===== src/rtl/fpbw_pkg.sv =====
package fpbw_pkg;
  typedef enum logic [1:0] {
    OP_PASS  = 2'd0,
    OP_SGNJ  = 2'd1,
    OP_SGNJN = 2'd2,
    OP_SGNJX = 2'd3
  } fpbw_op_e;

  localparam int unsigned SP_W    = 32;
  localparam int unsigned SIGN_IX = SP_W - 1;
endpackage


===== src/rtl/fpbw_regfile.sv =====
module fpbw_regfile #(
  parameter int unsigned W     = 64,
  parameter int unsigned DEPTH = 32,
  localparam int unsigned AW   = $clog2(DEPTH)
) (
  input  logic          clk,
  input  logic          we,
  input  logic [AW-1:0] waddr,
  input  logic [W-1:0]  wdata,
  input  logic [AW-1:0] ra_addr,
  output logic [W-1:0]  ra_data,
  input  logic [AW-1:0] rb_addr,
  output logic [W-1:0]  rb_data,
  input  logic [AW-1:0] rc_addr,
  output logic [W-1:0]  rc_data
);
  logic [W-1:0] mem [DEPTH];

  always_ff @(posedge clk) begin
    if (we) mem[waddr] <= wdata;
  end

  assign ra_data = mem[ra_addr];
  assign rb_data = mem[rb_addr];
  assign rc_data = mem[rc_addr];
endmodule


===== src/rtl/fpbw_sgnj.sv =====
module fpbw_sgnj
  import fpbw_pkg::*;
(
  input  fpbw_op_e          op,
  input  logic [SP_W-1:0]   ext,
  input  logic [SP_W-1:0]   opa,
  input  logic [SP_W-1:0]   opb,
  output logic [SP_W-1:0]   res
);
  logic [SIGN_IX-1:0] mag;
  logic               sa, sb;

  assign mag = opa[SIGN_IX-1:0];
  assign sa  = opa[SIGN_IX];
  assign sb  = opb[SIGN_IX];

  always_comb begin
    unique case (op)
      OP_SGNJ:  res = {sb, mag};
      OP_SGNJN: res = {~sb, mag};
      OP_SGNJX: res = {sa ^ sb, mag};
      default:  res = ext;
    endcase
  end
endmodule


===== src/rtl/fpbw_boxer.sv =====
module fpbw_boxer
  import fpbw_pkg::*;
#(
  parameter int unsigned FLEN = 64
) (
  input  logic [SP_W-1:0] sp_in,
  output logic [FLEN-1:0] boxed
);
  generate
    if (FLEN == SP_W) begin : g_narrow
      assign boxed = sp_in;
    end else begin : g_wide
      localparam int unsigned PAD = FLEN - SP_W;
      assign boxed = {{PAD{1'b1}}, sp_in};
    end
  endgenerate
endmodule


===== src/rtl/fpbw_top.sv =====
module fpbw_top
  import fpbw_pkg::*;
#(
  parameter int unsigned FLEN  = 64,
  parameter int unsigned NREGS = 32,
  localparam int unsigned AW   = $clog2(NREGS)
) (
  input  logic            clk,
  input  logic            rst,
  input  logic            wr_en,
  input  logic [1:0]      wr_op,
  input  logic [AW-1:0]   wr_addr,
  input  logic [AW-1:0]   src_a_addr,
  input  logic [AW-1:0]   src_b_addr,
  input  logic [31:0]     ext_result,
  input  logic [AW-1:0]   rd_addr,
  output logic [FLEN-1:0] rd_data,
  output logic [FLEN-1:0] wb_value,
  output logic            wb_valid
);
  logic [FLEN-1:0] ra_full, rb_full, boxed;
  logic [SP_W-1:0] op_a, op_b, sel_val;
  fpbw_op_e        op_sel;

  assign op_sel = fpbw_op_e'(wr_op);
  assign op_a   = ra_full[SP_W-1:0];
  assign op_b   = rb_full[SP_W-1:0];

  fpbw_regfile #(.W(FLEN), .DEPTH(NREGS)) u_rf (
    .clk     (clk),
    .we      (wr_en),
    .waddr   (wr_addr),
    .wdata   (boxed),
    .ra_addr (src_a_addr),
    .ra_data (ra_full),
    .rb_addr (src_b_addr),
    .rb_data (rb_full),
    .rc_addr (rd_addr),
    .rc_data (rd_data)
  );

  fpbw_sgnj u_sgnj (
    .op  (op_sel),
    .ext (ext_result),
    .opa (op_a),
    .opb (op_b),
    .res (sel_val)
  );

  fpbw_boxer #(.FLEN(FLEN)) u_box (
    .sp_in (sel_val),
    .boxed (boxed)
  );

  always_ff @(posedge clk) begin
    if (rst) begin
      wb_valid <= 1'b0;
      wb_value <= '0;
    end else begin
      wb_valid <= wr_en;
      if (wr_en) wb_value <= boxed;
    end
  end
endmodule


===== config.mk =====
export PLATFORM = sky130hd
export DESIGN_NAME = fpbw_top
export DESIGN_NICKNAME = d
export VERILOG_FILES = /design/src/rtl/fpbw_pkg.sv /design/src/rtl/fpbw_regfile.sv /design/src/rtl/fpbw_sgnj.sv /design/src/rtl/fpbw_boxer.sv /design/src/rtl/fpbw_top.sv
export SDC_FILE = /design/constraint.sdc
export NUM_CORES = 1
export LEC_CHECK = 0
export BUFFER_PORTS_ARGS = -buffer_cell sky130_fd_sc_hd__buf_2
export CAP_MARGIN = 40
export CORE_MARGIN = 3
export CORE_UTILIZATION = 28
export DETAILED_ROUTE_END_ITERATION = 8
export SYNTH_ARGS = -nofsm -noshare
export SYNTH_HDL_FRONTEND = slang
export SYNTH_SLANG_ARGS = --single-unit
export TNS_END_PERCENT = 1

===== constraint.sdc =====
create_clock -name clk -period 3 [get_ports clk]
set_input_delay 0.3 -clock clk [delete_from_list [all_inputs] [get_ports clk]]
set_output_delay 0.3 -clock clk [all_outputs]
set_load 0.02 [all_outputs]

==> impl_metrics.toml, run 1 <==
[finish]
multi_input_area_sq_mm = 0.0167
seq_area_sq_mm = 0.0314
instances_no_fill = 4888
final_nets = 2544
layout_commonest_cell = "edfxtp_1"
drive_gt1_frac = 0.487
syn2layout_area_growth_pct = 18.7
final.fill_count = 16200
final_cell_mix = "edfxtp_1, mux4_2, buf_2"

[setup_path]
crit_chain = "mux4_2 -> mux4_2 -> mux2_2 -> buf_2"
path_buf_inv = 1
path_common_cell = "mux4_2"
rrSetupSlack_ps = 310
reg2reg_depth = 7
r2r_end = "wb_value[31]"
critPathCaptureType = "output pin"
slowest_stage = "mux4_2"
r2r_start = "u_rf.mem[3][31]"
startpoint_type = "flop"
setup.worst_path.end = "rd_data[13]"
worst-path-max-fanout = 2
required_ps = 2700
worst_path_largest_cell_delay_ps = 530
crit_family = "multiplexers"
worst-setup-path-type = "reg -> out"
arrival_ps = 2610
path_depth = 4
critPathLaunch = "u_rf.mem[31][13]"

[die]
rows = 152
dieArea_sq_mm = 0.180
chipWidth_microns = 424
die_y_microns = 424
start_util = 0.283
io_pins = 186
core-area_sq_mm = 0.173

[routing]
drtAntennaViolNets = 0
drc = 0
vias = 25600
drt_iter0_markers = 2522
drt_pass1_iterations = 5
routedWlPerCell_microns = 29.3
wl_microns = 143000
avgViaCountPerCell = 5.23

[logic_synthesis]
syn_avg_cell_area_sq_um = 22.0
synth_xor_area_frac = 0
ys_ff_latch = 1058
synth-main-ff-cell = "edfxtp_1"
synthTopCellsByArea = "edfxtp_1, mux4_2, dfxtp_1"
synth_edf_count = 1024
synthMuxAreaShare = 0.312
yosys_warnings = 0
synth_compound_area_frac = 0.00639
yosysUniqueCellTypes = 36
synth_top_family_by_area = "multiplexers"
synth.largest_area_cell = "edfxtp_1"
synthAdderAreaFrac = 0
synthArstFlopShare = 0
synth_area_sq_mm = 0.0489
synth-seq-area-share = 0.642
syn_inst = 2220
synthSimpleGateAreaFrac = 0.0143
yosysTopAreaCellShare = 0.628

[placed_design]
dp_slack_ps = 107
place.gp.congestion = 0.762
portBuffers = 153
dp_hpwl_microns = 87800
placed_cells = 4683

[grt]
overflow = 0
grt_max_degree = 50
grt_pass1_wl_microns = 204000
grt_use_total = 0.158
grt_antenna_before_repair = 6
first_global_vias = 26700

[cts]
root_buffer = "clkbuf_16"
path_clk_slew_ps = 70
cts_tree = "yes"
h-tree-depth = 3
clk_path_buf_depth = 3
cts-buffers-inserted = 110
cts.sinks = 1058
clk_latency_ps = 720

[sta]
tightest_slew_ps = 822
rsz0062_at_grt = "no"
finalCriticalPeriod_ps = 2910
tns_ps = 0
timing.final.ws_setup_ps = 88.7
fin_skew_ps = 31.5
setup_viol = 0
hold_viol_final = 0
fmaxAchievable_mhz = 343
finalCritPeriodShare = 0.970
relSlewSlack = 0.451
drv_slew = 0

[pwr]
powerDensity_mw_per_mm2 = 584
vdd_drop_max_mv = 0.435
power.leakage_nw = 18.2
totalPowerFinal_w = 0.0339

[worst_hold_path]
hp-class = "in -> reg"

[outcome]
outcome = "completed"

[run]
drv_cap = 0
how the worst min path moves through the flow:
stage	slack, ps	depth (start not counted)	startpoint	end
3_5_place_dp	480	2	wb_value[4]	wb_value[4]
2_1_floorplan	530	2	wr_op[0]	wb_value[31]
4_1_cts	4	5	ext_result[17]	wb_value[17]
5_1_grt	50	3	wr_en	wb_value[19]
6_report	50	5	ext_result[14]	wb_value[14]
3_3_place_gp	470	2	wb_value[26]	wb_value[26]
power by group:
group | total, W | switching, W | internal, W
registers | 0.0168 | 0.0000809 | 0.0167
clock network | 0.0135 | 0.00579 | 0.00769
logic | 0.00362 | 0.00203 | 0.00159
total | 0.0339 | 0.00790 | 0.0260
synth_stat cells (2+ instances only):
cell,count
a31oi_1,2
edfxtp_1,1024
buf_4,76
buf_2,45
inv_1,3
mux2_2,36
a21o_1,2
nor2b_1,5
nor2_1,131
buf_6,3
a2111oi_0,2
o211ai_1,2
mux2i_1,38
nand3b_1,6
or2_2,2
a211oi_1,2
nand2_1,3
o22ai_1,31
buf_1,20
dfxtp_1,34
nand2b_1,4
or3b_2,3
nand3_1,5
clkbuf_1,88
mux4_2,642
state kept, by name, indices dropped and copies added (netlist names):
name	flops
u_rf.mem	1024
wb_valid	1
wb_value	33
cells by family (layout without fill, tap and decap cells):
family	count (synthesis)	after routing
AO/OA/AOI/OAI	47	47
flip-flops	1058	1058
multiplexers	716	716
AND/OR/NAND/NOR	163	163
buffers and inverters	235	560
other	1	34
stage by stage:
stage	hold WS [ps]	util	cell area [sq um]
floorplan	529	-	49100
global placement	471	0.314	54300
detailed placement	478	0.316	54500
CTS	4.17	0.336	58100
global route	47.1	0.336	58100
finish	54.3	0.336	58100
worst reg2reg max path: stages, from the launching register on:
cell and delay [ps]:
edfxtp_1 470, mux4_2 480, mux2i_1 210, nor3_1 70, or4_4 510, a31oi_1 190
a211oi_1 90, dlygate4sd3_1 580
routing by layer:
metal | part of all wire | global-route usage
met1 | 0.38 | 0.195
met2 | 0.53 | 0.285
met3 | 0.054 | 0.0212
met4 | 0.033 | 0.0534
met5 | 0 | 0
what timing repair did:
action                                  4_1_cts  5_1_grt
gates resized for setup                       2        2
buffers inserted                              0        0
hold endpoints to repair                      1        0
endpoints found under the setup margin        2        2
hold buffers                                  2        0
layout make-up:
class / instances / share of cell area
inverter: 3 / 0.000194
tap: 2310 / 0.0498
sequential: 1058 / 0.541
multi-input combinational: 958 / 0.287
clock buffer: 141 / 0.0504
antenna: 2 / 0.0000862
timing repair buffer: 356 / 0.0604
clock inverter: 60 / 0.0106
(Power assumes the default switching activity.)
==> run 2, diff against run 1 <==
--- a/config.mk
+++ b/config.mk
@@ -10,6 +10,7 @@
 export CORE_MARGIN = 3
 export CORE_UTILIZATION = 28
 export DETAILED_ROUTE_END_ITERATION = 8
+export REMOVE_ABC_BUFFERS = 1
 export SYNTH_ARGS = -nofsm -noshare
 export SYNTH_HDL_FRONTEND = slang
 export SYNTH_SLANG_ARGS = --single-unit
==> run 2 against run 1 <==
- fmax grew 0.22%
- setup slack gained 6.5 ps
- highest routed layer is now met5
- critical path depth is the same
- largest cell class unchanged
- die area did not move
==> impl_metrics.toml, run 2 (same netlist as run 1, synthesis figures left out) <==
[outcome]
outcome = "completed"

[routing]
wl_microns = 150000
drt_pass1_iterations = 7
drtAntennaViolNets = 0
vias = 26200
routedWlPerCell_microns = 30.3
drc = 0
drt_iter0_markers = 2993
avgViaCountPerCell = 5.30

[setup_path]
required_ps = 2700
startpoint_type = "flop"
critPathLaunch = "u_rf.mem[31][9]"
critPathCaptureType = "output pin"
worst-setup-path-type = "reg -> out"
r2r_start = "u_rf.mem[9][31]"
worst-path-max-fanout = 2
arrival_ps = 2600

[grt]
overflow = 0
first_global_vias = 26900
use_met2 = 0.292
grt_use_total = 0.166
grt_pass1_wl_microns = 211000
grt.met1_usage = 0.211
met3_usage = 0.0249
grt_max_degree = 50
busiest_layer = "met2"
grt_antenna_before_repair = 13

[cts]
h-tree-depth = 3
root_buffer = "clkbuf_16"
cts_tree = "yes"
cts-resized-gates = 0
cts-buffers-inserted = 104
path_clk_slew_ps = 60
cts.sinks = 1058
clk_path_buf_depth = 3
clk_latency_ps = 700

[pwr]
power.leakage_nw = 18.5
totalPowerFinal_w = 0.0344
powerDensity_mw_per_mm2 = 586
vdd_drop_max_mv = 0.424

[worst_hold_path]
hp-class = "in -> reg"
hold_start = "wr_en"

[finish]
syn2layout_area_growth_pct = 19.8
final.fill_count = 16100
multi_input_area_sq_mm = 0.0167
final_nets = 2589
final_core_util = 0.340
reg_top3 = "u_rf.mem (1024), wb_value (33), wb_valid (1)"
layout_commonest_cell = "edfxtp_1"
top_register = "u_rf.mem"
seq_area_sq_mm = 0.0314
largest_reg_flops = 1024
final_cell_mix = "edfxtp_1, mux4_2, buf_4"
drive_gt1_frac = 0.498
postLayoutCellArea_sq_mm = 0.0586

[sta]
fin_skew_ps = 23.8
setup_viol = 0
finalCritPeriodShare = 0.968
rsz0062_at_grt = "no"
tightest_slew_ps = 818
fmaxAchievable_mhz = 344
hold_viol_final = 0
drv_slew = 0
finalCriticalPeriod_ps = 2900
relSlewSlack = 0.452

[die]
die_y_microns = 424
io_pins = 186
start_util = 0.283
core-area_sq_mm = 0.173
dieArea_sq_mm = 0.180
chipWidth_microns = 424
rows = 152

[placed_design]
placed_area_sq_mm = 0.0549
place.gp.congestion = 0.779
dp_hpwl_microns = 92400
portBuffers = 153

[run]
drv_cap = 0
[run 2: per-layer routing]
| metal | part of all wire | wire length [microns] | vias up |
|---|---|---|---|
| met5 | 0.000087 | 13 | - |
| met4 | 0.028 | 4150 | 2 |
| met3 | 0.067 | 10100 | 177 |
| met2 | 0.52 | 77800 | 1117 |
| met1 | 0.39 | 57700 | 14500 |
| li1 | - | - | 10300 |
[run 2: final timing paths]
check                                     to  slack [ps]  cells after the start
worst max-delay path              rd_data[9]         100                      4
worst min-delay path             wb_value[2]          60                      3
worst max register to register  wb_value[31]         340                      7
worst min register to register  wb_value[16]         490                      2
[run 2: timing repair]
item,4_1_cts,5_1_grt
hold endpoints to repair,4,0
buffers inserted,0,0
hold buffers,4,0
[run 2: where the power goes]
group,switching (W),internal (W)
sequential,0.0000911,0.0167
combinational,0.00205,0.00161
clock,0.00568,0.00822
[run 2: final cells by class]
class / count / area share
clock buffer: 138 / 0.0490
antenna: 4 / 0.000171
multi-input combinational: 958 / 0.284
tap: 2310 / 0.0493
inverter: 3 / 0.000192
clock inverter: 59 / 0.0131
sequential: 1058 / 0.536
timing repair buffer: 407 / 0.0681
[run 2: worst max-delay path, cell delays in order (launching register included)]
cell and delay (ps):
edfxtp_1 400, mux4_2 490, mux4_2 530, mux2_2 320
buf_2 170
[run 2: metrics by stage]
step                      setup WS [ps]  hold slack (ps)  TNS (ps)  std cells
final                              95.1             59.2         0       4937
after global routing               20.8             52.1         0       4934
after CTS                          21.5             12.2         0       4933
after detailed placement           77.3              482         0       4732
after global placement             81.6              474         0       4720
after floorplan                   -1810              372    -56440       2019
